--- src/rtl/pcs_pkg.sv ---
package pcs_pkg;
    localparam int CFG_W = 32;
    localparam int DIV_W = 8;

    typedef enum logic {
        ST_RUN   = 1'b0,
        ST_FAULT = 1'b1
    } div_state_e;
endpackage

--- src/rtl/pcs_cfg_reg.sv ---
module pcs_cfg_reg #(
    parameter int CFG_W   = 32,
    parameter int DIV_W   = 8,
    parameter int SEL_W   = 4,
    parameter int NUM_PAR = 5
) (
    input  logic             clk,
    input  logic             rst_n,
    input  logic             we,
    input  logic [CFG_W-1:0] wdata,
    output logic [CFG_W-1:0] cfg_q,
    output logic [SEL_W-1:0] sel,
    output logic [DIV_W-1:0] div,
    output logic             upd,
    output logic             wr_ok,
    output logic             wr_bad
);
    localparam bit ALL_DEFINED = (NUM_PAR >= (1 << SEL_W));

    logic [SEL_W-1:0] new_sel;
    logic [DIV_W-1:0] new_div;
    logic             new_ok;

    assign new_sel = wdata[CFG_W-1 -: SEL_W];
    assign new_div = wdata[DIV_W-1:0];
    assign sel     = cfg_q[CFG_W-1 -: SEL_W];
    assign div     = cfg_q[DIV_W-1:0];

    generate
        if (ALL_DEFINED) begin : g_full
            assign new_ok = 1'b1;
        end else begin : g_part
            assign new_ok = (new_sel < SEL_W'(NUM_PAR));
        end
    endgenerate

    assign upd    = we && ((new_sel != sel) || (new_div != div));
    assign wr_ok  = we && new_ok;
    assign wr_bad = we && !new_ok;

    always_ff @(posedge clk) begin
        if (!rst_n) begin
            cfg_q <= '0;
        end else if (we) begin
            cfg_q <= wdata;
        end
    end


    cfg_capture_chk: assert property (@(posedge clk) disable iff (!rst_n)
        we |=> (cfg_q == $past(wdata)));
endmodule

--- src/rtl/pcs_src_mux.sv ---
module pcs_src_mux #(
    parameter int SEL_W   = 4,
    parameter int NUM_PAR = 5
) (
    input  logic [NUM_PAR-1:0] par_tick,
    input  logic [SEL_W-1:0]   sel,
    output logic               tick
);
    logic [NUM_PAR-1:0] hit;

    generate
        for (genvar i = 0; i < NUM_PAR; i++) begin : g_src
            assign hit[i] = par_tick[i] && (sel == SEL_W'(i));
        end
    endgenerate

    assign tick = |hit;
endmodule

--- src/rtl/pcs_half_div.sv ---
module pcs_half_div
    import pcs_pkg::*;
#(
    parameter int DIV_W = 8
) (
    input  logic             clk,
    input  logic             rst_n,
    input  logic             par_tick,
    input  logic [DIV_W-1:0] div,
    input  logic             clr,
    input  logic             wr_ok,
    input  logic             wr_bad,
    output logic             tick_out,
    output logic             err
);
    localparam int ACC_W = DIV_W + 1;

    div_state_e       state_q, state_d;
    logic [ACC_W-1:0] acc_q;
    logic [ACC_W-1:0] div_x;
    logic             tick_q;
    logic             reach;

    assign div_x = {1'b0, div};
    assign reach = (acc_q >= div_x);

    // control state machine: next state
    always_comb begin
        state_d = state_q;
        unique case (state_q)
            ST_RUN:   if (wr_bad) state_d = ST_FAULT;
            ST_FAULT: if (wr_ok)  state_d = ST_RUN;
            default:  state_d = ST_FAULT;
        endcase
    end

    always_ff @(posedge clk) begin
        if (!rst_n) begin
            state_q <= ST_RUN;
        end else begin
            state_q <= state_d;
        end
    end

    // accumulator and output tick
    always_ff @(posedge clk) begin
        if (!rst_n) begin
            acc_q  <= '0;
            tick_q <= 1'b0;
        end else if (clr) begin
            acc_q  <= '0;
            tick_q <= 1'b0;
        end else if (state_q == ST_RUN && par_tick) begin
            if (reach) begin
                acc_q  <= acc_q - div_x;
                tick_q <= 1'b1;
            end else begin
                acc_q  <= acc_q + ACC_W'(2);
                tick_q <= 1'b0;
            end
        end else begin
            tick_q <= 1'b0;
        end
    end

    assign tick_out = tick_q;
    assign err      = (state_q == ST_FAULT);


    acc_bound_chk: assert property (@(posedge clk) disable iff (!rst_n)
        acc_q <= div_x + ACC_W'(1));


    fault_quiet_chk: assert property (@(posedge clk) disable iff (!rst_n)
        err |-> !tick_out);


    pass_thru_chk: assert property (@(posedge clk) disable iff (!rst_n)
        (state_q == ST_RUN && div == '0 && par_tick && !clr) |=> tick_out);
endmodule

--- src/rtl/pcs_clk_sel.sv ---
module pcs_clk_sel
    import pcs_pkg::*;
#(
    parameter bit WIDE_SEL = 1'b1,
    localparam int NUM_PAR = WIDE_SEL ? 5 : 4
) (
    input  logic               clk,
    input  logic               rst_n,
    input  logic               cfg_we,
    input  logic [CFG_W-1:0]   cfg_wdata,
    output logic [CFG_W-1:0]   cfg_rdata,
    input  logic [NUM_PAR-1:0] par_tick,
    output logic               clk_tick,
    output logic               sel_err
);
    localparam int SEL_W = WIDE_SEL ? 4 : 2;

    logic [SEL_W-1:0] sel;
    logic [DIV_W-1:0] div;
    logic             upd, wr_ok, wr_bad, src_tick;

    pcs_cfg_reg #(
        .CFG_W(CFG_W), .DIV_W(DIV_W), .SEL_W(SEL_W), .NUM_PAR(NUM_PAR)
    ) u_cfg (
        .clk(clk), .rst_n(rst_n), .we(cfg_we), .wdata(cfg_wdata),
        .cfg_q(cfg_rdata), .sel(sel), .div(div),
        .upd(upd), .wr_ok(wr_ok), .wr_bad(wr_bad)
    );

    pcs_src_mux #(.SEL_W(SEL_W), .NUM_PAR(NUM_PAR)) u_mux (
        .par_tick(par_tick), .sel(sel), .tick(src_tick)
    );

    pcs_half_div #(.DIV_W(DIV_W)) u_div (
        .clk(clk), .rst_n(rst_n), .par_tick(src_tick), .div(div),
        .clr(upd), .wr_ok(wr_ok), .wr_bad(wr_bad),
        .tick_out(clk_tick), .err(sel_err)
    );


    reconf_clean_chk: assert property (@(posedge clk) disable iff (!rst_n)
        upd |=> !clk_tick);


    bad_sel_flag_chk: assert property (@(posedge clk) disable iff (!rst_n)
        wr_bad |=> sel_err);


    good_sel_clear_chk: assert property (@(posedge clk) disable iff (!rst_n)
        wr_ok |=> !sel_err);
endmodule

--- config.mk ---
export PLATFORM = sky130hd
export DESIGN_NAME = pcs_clk_sel
export DESIGN_NICKNAME = d
export VERILOG_FILES = /design/src/rtl/pcs_pkg.sv /design/src/rtl/pcs_cfg_reg.sv /design/src/rtl/pcs_src_mux.sv /design/src/rtl/pcs_half_div.sv /design/src/rtl/pcs_clk_sel.sv
export SDC_FILE = /design/constraint.sdc
export NUM_CORES = 1
export LEC_CHECK = 0
export ABC_AREA = 1
export BUFFER_PORTS_ARGS = -buffer_cell sky130_fd_sc_hd__buf_2
export CORE_MARGIN = 5
export CORE_UTILIZATION = 51
export DETAILED_ROUTE_END_ITERATION = 10
export PLACE_DENSITY = 0.8
export SLEW_MARGIN = 20
export SYNTH_ARGS = -nofsm -noshare
export SYNTH_HDL_FRONTEND = slang
export SYNTH_SLANG_ARGS = --single-unit
--- constraint.sdc ---
create_clock -name clk -period 1.8 [get_ports clk]
set_input_delay 0 -clock clk [delete_from_list [all_inputs] [get_ports clk]]
set_output_delay 0 -clock clk [all_outputs]
set_load 0.05 [all_outputs]
**Word-level counts from Yosys, hierarchy flattened**

Cells that the tools add are included.

- Flip-flop bits (word level): 43
- Bits of input ports: 40
- Output and inout bits: 34
- Logic and storage cells: 37

- Add/sub/neg operators: 2
- $lt $le $gt $ge: 2
- Equal/unequal tests: 6
- Mux-type cells: 5
- Bitwise logic cells: 3
- Reductions and logical operators: 15

Operators with widths:

| kind | count |
|---|---|
| 9-bit by 2-bit adder with 9-bit output, second input constant | 1 |
| 9-bit by 8-bit greater-or-equal comparator with 1-bit output | 1 |
| 1-bit logical AND | 9 |
| 9-bit 2-to-1 mux | 1 |
| 9-bit by 8-bit subtractor with 9-bit output | 1 |
| 4-bit by 2-bit equality test with 1-bit output, second input constant | 2 |
| 8-bit != test | 1 |
| 5-bit OR reduction | 1 |
| 4-bit by 1-bit equality test with 1-bit output, second input constant | 1 |
| 4-bit by 3-bit equality test with 1-bit output, second input constant | 1 |
| 4-bit zero test | 1 |
| 4-bit by 3-bit < comparator with 1-bit output, second input constant | 1 |
| 4-bit != test | 1 |
| 1-bit 2-to-1 mux | 3 |
| 1-bit inverter | 3 |
| 3-bit OR reduction | 1 |
| 1-bit case mux with 2 select lines | 1 |
| 2-bit OR reduction | 1 |
| 1-bit zero test | 1 |
| 1-bit logical OR | 1 |

**Logic depth before layout (Yosys ltp)**

Gate-level depths: netlist of the first run.

- Word-level depth: 6
- Mapped depth: 13
- Mapped depth without buffers: 13

**By module**

Synthesis of the first run repeated with hierarchy kept, for this count alone.

- Cells, all modules: 428
- Area, all modules: 2683.8 um^2

Modules (own cells, without submodules):

| module | instances | cells an instance | area an instance (um^2) | seq. area each (um^2) |
|---|---|---|---|---|
| pcs_cfg_reg | 1 | 201 | 1407.6 | 640.6 |
| pcs_half_div | 1 | 210 | 1204.9 | 220.2 |
| pcs_src_mux | 1 | 17 | 71.3 | 0.0 |

**Worst setup path before layout of the first run**

Ideal clock, no wire load.

- Path type: register -> register
- Start point: reg u_cfg.cfg_q[5]
- End point: reg u_div.acc_q[3]
- Library setup time: 0.117 ns
- Arrival: 1.942 ns
- Data required time: 1.683 ns
- Slack: -0.259 ns
- Cell stages (with the launch flop): 14
- Path buffers: 1
- Period minus slack after synthesis: 2.059 ns
- Path through: dfxtp_1 -> inv_1 -> ha_1 -> nand2_1 -> inv_2 -> nand2_1 -> nor2_1 -> nor2_1 -> nand2_2 -> buf_6 -> nand2_1 -> nand2_1 -> a21oi_1 -> nor2_1

- Cells in the longest elaborated chain, start to end: 4
- Elaborated cells between the ends (all ways): 6
- Those cells by class: order compare: 1; eq/ne: 1; mux: 1; reduce/logical: 3

RTL lines:

| what | RTL line | RTL |
|---|---|---|
| start: declaration | pcs_cfg_reg.sv:11 | `output logic [CFG_W-1:0] cfg_q,` |
| start signal: assignment | pcs_cfg_reg.sv:45 | `cfg_q <= wdata;` |
| branches (longest 4 deep; another with 9-bit by 8-bit greater-or-equal comparator with 1-bit output) | -- |  |
| end signal: assignment | pcs_half_div.sv:55 | `acc_q <= acc_q - div_x;` |
| end signal: assignment | pcs_half_div.sv:58 | `acc_q <= acc_q + ACC_W'(2);` |
| end: declaration | pcs_half_div.sv:19 | `logic [ACC_W-1:0] acc_q;` |

Several ways; the timed one is not identified.
A chain may end at the register's enable or synchronous reset.

**Worst setup path after layout of the first run**

- Start point: reg u_div.acc_q[0]
- End point: reg u_div.acc_q[6]

- Cells in the longest elaborated chain, start to end: 2
- Elaborated cells between the ends (all ways): 4
- Those cells by class: add/sub: 2; order compare: 1; mux: 1

RTL lines:

| what | RTL line | RTL |
|---|---|---|
| 9-bit by 2-bit adder with 9-bit output, or another cell as far along | pcs_half_div.sv:58 |  |
| 9-bit 2-to-1 mux * | pcs_half_div.sv:54 | `if (reach) begin` |

Every way passes the cells marked *; elsewhere a longest branch is shown, timed or not.

==> results of run 1 <==
[path summary, 6_finish.rpt]
path / start / endpoint
setup / recovery: u_div.acc_q[0] / u_div.acc_q[6]
hold / removal: cfg_wdata[7] / u_cfg.cfg_q[7]
setup reg to reg: u_div.acc_q[0] / u_div.acc_q[6]
hold reg to reg: u_div.acc_q[0] / u_div.acc_q[0]
[registers in the layout, indices dropped and copies added (netlist names), named ones only]
register,flops
u_div.acc_q,9
u_cfg.cfg_q,32
u_div.tick_out,1
[worst reg2reg max path, stage by stage (launching register included)]
cell and delay (ns):
dfxtp_2 0.34, inv_1 0.04, ha_1 0.20, fa_2 0.39, o21ai_4 0.18, nand2_2 0.07
nand2_1 0.07, nand2_1 0.05, nand3_1 0.08, nand2_1 0.06, nor2_1 0.09, nor2_1 0.04
[Yosys cell counts]
library cell,number
clkbuf_1,11
nand3b_1,3
a31oi_1,1
o21a_1,1
xnor2_1,15
o21ai_0,30
ha_1,9
o21bai_1,1
buf_6,2
o211ai_1,5
or2_1,1
a21oi_2,1
nand2_1,64
dfxtp_1,43
xor2_1,4
a21oi_1,20
o21ai_1,4
nand3_2,1
nand3_1,17
inv_1,31
or2_0,1
nor2_1,71
fa_1,1
inv_2,4
nand2_2,5
nand4_1,1
[kinds of logic after synthesis]
logic type               share of synthesized area [%]
AND/OR/NAND/NOR                                   28.5
AO/OA/AOI/OAI                                     14.3
buffers and inverters                             8.24
flip-flops                                        36.4
XOR/XNOR                                          7.03
adder cells (fa/ha/maj)                           5.60
[layer usage]
layer | global-route usage, % | vias to the layer above
met5 | 0 | -
met4 | 8.78 | 0
met3 | 8.24 | 21
met2 | 42.3 | 99
met1 | 25.5 | 1260
li1 | - | 1347
[area by class of cell]
type | instances | area [sq um]
multi-input combinational | 256 | 1450
fill | 325 | 925
sequential | 43 | 888
timing repair buffer | 129 | 852
inverter | 35 | 131
clock buffer | 7 | 97.6
tap | 52 | 65.1
clock inverter | 1 | 6.26
[power by group]
part	internal, uW	switching (uW)
clock	359	338
combinational	488	714
sequential	1020	51.0
total	1860	1100
[timing repair]
| action | CTS | global route |
|---|---|---|
| endpoints found under the hold margin | 25 | 0 |
| setup endpoints to repair | 7 | 9 |
| buffers inserted | 0 | 3 |
| pin swaps | 1 | 6 |
| gates cloned | 0 | 0 |
| resized for setup | 5 | 30 |
| hold buffers | 25 | 0 |
[stage by stage]
| stage | hold slack, ns | total power, uW |
|---|---|---|
| 6_report | 0.00773 | 2970 |
| 4_1_cts | 0.0105 | 2830 |
| 3_3_place_gp | 0.219 | 2040 |
| 2_1_floorplan | 0.132 | 1770 |
| 5_1_grt | 0.0351 | 3150 |
| 3_5_place_dp | 0.226 | 2070 |
==> results.yml, run 1 <==
run_status:
  status: "completed"
sta:
  max_slew_margin_pct: 77.6
  fmax_mhz: 577
  setup_ws_ns: 0.0664
  drv_slew: 0
  worstMarginPinSlew_ns: 0.336
  finalCritPeriodShare_pct: 96.3
  rsz0062_at_grt: "true"
  hold_viol_final: 0
  fin_tns_setup_ns: 0
  min_period_ns: 1.73
  clock-skew-final_ns: 0.00579
  setup_viol: 0
routing:
  drt_iter0_markers: 154
  firstDrtPassIters: 4
  top_layer_used: "met4"
  antenna_left: 0
  wl_met3_microns: 636
  routed_wl_mm: 7.42
  wl_met1_mm: 2.80
  wl_met2_mm: 3.79
  wl_per_cell_microns: 14.2
  vias: 2727
  drcViolationCount: 0
  via_per_inst: 5.21
floorplan:
  row_count: 24
  num_io_pins: 74
  die_h_microns: 78.1
  die_w_microns: 78.1
  dieArea_sq_um: 6100
  start_util_pct: 53.6
  coreArea_sq_um: 4410
placement:
  port_buffers: 73
  hpwl_mm: 4.80
  place_area_sq_um: 2970
  gp_congestion: 0.882
  preCtsSetupSlack_ns: -0.110
  dpl.cell_count: 487
cells_and_area:
  final_nets: 520
  drive_above_1_share_pct: 33.8
  area_growth_pct: 47.4
  layout_commonest_cell: "buf_2"
  stdcell_area_sq_um: 3490
  n_antenna_cell: 0
  final_util_pct: 79.1
  final_cells: 523
  layout_common_cells: "buf_2, nor2_1, nand2_1"
worst_setup_path:
  cp.arrival_ns: 1.93
  regToRegSetupSlack_ns: 0.07
  worstRegToRegCells: 11
  cp_max_fo: 3
  cp_top_family: "adder cells"
  cp_slowest_cell: "fa_2"
  cp-end-kind: "flip-flop"
  crit_type: "flip-flop to flip-flop"
  critical_path_buf_inv_count: 1
  crit_top_cell: "nand2_1"
  worstPathRequired_ns: 1.99
  critical_path.cell_chain: "inv_1, ha_1, fa_2, o21ai_4, nand2_2, nand2_1, nand2_1, nand3_1, nand2_1, nor2_1, nor2_1"
  path_depth: 11
  slowest_delay_ns: 0.39
  start_kind: "flip-flop"
synthesis:
  synth-seq-area-share_pct: 36.4
  synth_largest_area_cell: "dfxtp_1"
  synth_top_cell_area_share_pct: 36.4
  synth_cell_type_count: 26
  syn_area_sq_um: 2370
  yosys_register_bits: 43
  synth_nets: 397
  avgSynthCellArea_sq_um: 6.82
  yosys_warnings: 0
  synth_top_cells_by_area: "dfxtp_1, nor2_1, nand2_1"
  synth_cells: 347
global_route:
  grt_max_degree: 32
  overflow: 0
  grt_pass1_vias: 2760
  antenna_found_initial: 0
  grt_pass1_wl_mm: 11.9
  grtUsageTotal_pct: 23.7
cts:
  cts_tree: "built"
  cts.sinks: 43
  cts_inserted_buffers: 5
  cts.clk_slew.worst_paths_ns: 0.08
  htreeDepth: 2
  clock_path_buffers: 2
  cts_root_buf: "clkbuf_8"
  clk_latency_ns: 0.30
min_path:
  hold_class: "input port to flip-flop"
  whs_path_depth: 3
flow_run:
  maxCapViolCount: 0
power_and_ir_drop:
  power.density_nw_per_um2: 850
  vdd_drop_max_v: 0.000623
  p_leak_uw: 0.00172
No activity file was read; power rests on OpenSTA's default activity.
==> run 2: changes to the inputs <==
Settings changed: CORE_UTILIZATION 51 to 53, PLACE_DENSITY 0.8 to 0.81, SYNTH_HIERARCHICAL from default to 1.
==> results.yml, run 2 <==
cells_and_area:
  reg_top3: "u_cfg/cfg_q: 32 flops, u_div/acc_q: 9 flops"
  fill_cells: 418
  largest_register_ffs: 32
  layout_commonest_cell: "nand2_1"
  layout_common_cells: "nand2_1, nor2_1, buf_2"
  top_register: "u_cfg/cfg_q"
  seqCellArea_sq_um: 896
  stdcell_area_sq_um: 3610
  area_growth_pct: 34.6
  n_antenna_cell: 0
  drive_above_1_share_pct: 24.2
  multi_input_area_sq_um: 1550
  final_nets: 578
floorplan:
  num_io_pins: 74
  start_util_pct: 53.6
  coreArea_sq_um: 5010
  dieArea_sq_um: 6590
  die_w_microns: 81.2
  die_h_microns: 81.2
  row_count: 26
routing:
  drcViolationCount: 0
  vias: 2977
  antenna_left: 0
  drt_iter0_markers: 181
  firstDrtPassIters: 4
  wl_per_cell_microns: 12.6
  via_per_inst: 4.97
  routed_wl_mm: 7.53
sta:
  worstMarginPinSlew_ns: 0.450
  setup_viol: 0
  drv_slew: 0
  fmax_mhz: 593
  min_period_ns: 1.69
  rsz0062_at_grt: "false"
  hold_viol_final: 0
  setup_ws_ns: 0.113
  max_slew_margin_pct: 69.9
  clock-skew-final_ns: 0.00557
  fin_tns_setup_ns: 0
  finalCritPeriodShare_pct: 93.7
synthesis:
  synth-seq-area-share_pct: 32.1
  post-synth-top-count-cell: "nand2_1"
  syn_area_sq_um: 2680
  yosys_warnings: 6
  synthTopCellsByCount: "nand2_1, nor2_1, inv_1, dfxtp_1, o21ai_0"
  ys.flop_type: "dfxtp_1"
  synth_cell_type_count: 25
  synth_edf_count: 0
  synth_largest_area_cell: "dfxtp_1"
  synth_top_cells_by_area: "dfxtp_1, nand2_1, nor2_1"
  synth_cells: 428
  synth_top_cell_area_share_pct: 32.1
  yosys_register_bits: 43
  avgSynthCellArea_sq_um: 6.27
  synth_nets: 478
  async_flop_share_pct: 0
flow_run:
  maxCapViolCount: 0
worst_setup_path:
  cp.arrival_ns: 1.93
  cp_max_fo: 6
  worstPathRequired_ns: 2.04
  crit_type: "flip-flop to flip-flop"
  start_kind: "flip-flop"
  cp-end-kind: "flip-flop"
cts:
  cts.clk_slew.worst_paths_ns: 0.09
  htreeDepth: 2
  cts_tree: "built"
  clk_latency_ns: 0.29
  cts_root_buf: "clkbuf_8"
  cts_inserted_buffers: 5
  clock_path_buffers: 2
  cts.sinks: 43
global_route:
  antenna_found_initial: 0
  grtUsageTotal_pct: 23.5
  grt_max_degree: 34
  grtUsageMet3_pct: 6.65
  grt_pass1_wl_mm: 12.3
  overflow: 0
  busiest_layer: "met2"
  grt.met2_usage_pct: 39.5
  grtUsageMet1_pct: 28.0
  grt_pass1_vias: 2887
placement:
  place_area_sq_um: 3080
  port_buffers: 73
  hpwl_mm: 5.16
  gp_congestion: 0.946
  preCtsSetupSlack_ns: 0.0711
power_and_ir_drop:
  p_leak_uw: 0.00185
  vdd_drop_max_v: 0.000661
  fin_total_pwr_uw: 2770
  power.density_nw_per_um2: 765
run_status:
  status: "completed"
min_path:
  hold_class: "input port to flip-flop"
## run 2: changes by cell type after synthesis, moves of 6 or more
cell / before / now
buf_2: 0 / 6
buf_4: 0 / 13
clkbuf_1: 11 / 3
inv_1: 31 / 61
nand2_1: 64 / 98
nand3_1: 17 / 24
nor2_1: 71 / 84
o21ai_0: 30 / 36
xnor2_1: 15 / 6
## run 2: cells by family after synthesis
group                      after synthesis  share of synthesized area [%]
DFF                                     43                           32.1
buffers and inverters                   87                           14.3
adders and majority gates               10                           4.94
xor gates and xnor gates                10                           3.26
AOI/OAI and AO/OA                       58                           10.8
and+or+nand+nor                        220                           34.6
## run 2: area by class of cell
cell class                 count  area share (%)
clock buffer                   6            2.01
clock inverter                 2           0.346
inverter                      65            6.82
multi-input combinational    299            42.8
sequential                    43            24.8
tap                           70            2.42
timing repair buffer         114            20.8
## run 2: what timing repair did
| item | in CTS | in global routing |
|---|---|---|
| resized for setup | 0 | 18 |
| buffers inserted | 0 | 2 |
| endpoints found under the setup margin | 0 | 8 |
| endpoints found under the hold margin | 32 | 0 |
| hold buffers | 32 | 0 |
## run 2: path summary, 6_finish.rpt
check / start / endpoint / slack, ns / cells past startpoint
max reg2reg: u_cfg/cfg_q[4] / u_div/acc_q[5] / 0.11 / 11
min: rst_n / u_div/acc_q[0] / 0.09 / 5
max: u_cfg/cfg_q[4] / u_div/acc_q[5] / 0.11 / 11
min reg2reg: u_div/acc_q[0] / u_div/acc_q[0] / 0.48 / 2
## run 2: power breakdown
group / leakage [uW] / internal, uW / switching (uW)
sequential: 0.000362 / 1020 / 61.8
clock: 0.0000412 / 272 / 333
combinational: 0.00144 / 392 / 691
total: 0.00185 / 1680 / 1090
## run 2: per-layer routing
layer	part of all wire (%)	wire (microns)	vias up
met3	7.5	562	18
met1	42	3140	1345
li1	-	-	1509
met2	48	3620	105
met5	0	0	-
met4	2.7	200	0
## run 2: worst max-delay path, cell delays in order (launching register included)
cell	delay, ns
dfxtp_4	0.36
xnor2_1	0.24
nand2_1	0.08
nor2_1	0.16
nand3_1	0.10
nand2_1	0.06
inv_1	0.07
nor2_4	0.18
inv_1	0.12
a21oi_1	0.15
nand2_1	0.08
inv_1	0.04
## run 2: per-stage QoR
step                util [%]  hold WS (ns)  instances
floorplan                  -         0.131        428
global placement        61.5         0.218        556
detailed placement      61.5         0.228        556
CTS                     69.6         0.101        596
global route            72.1        0.0937        599
finish                  72.1        0.0949        599
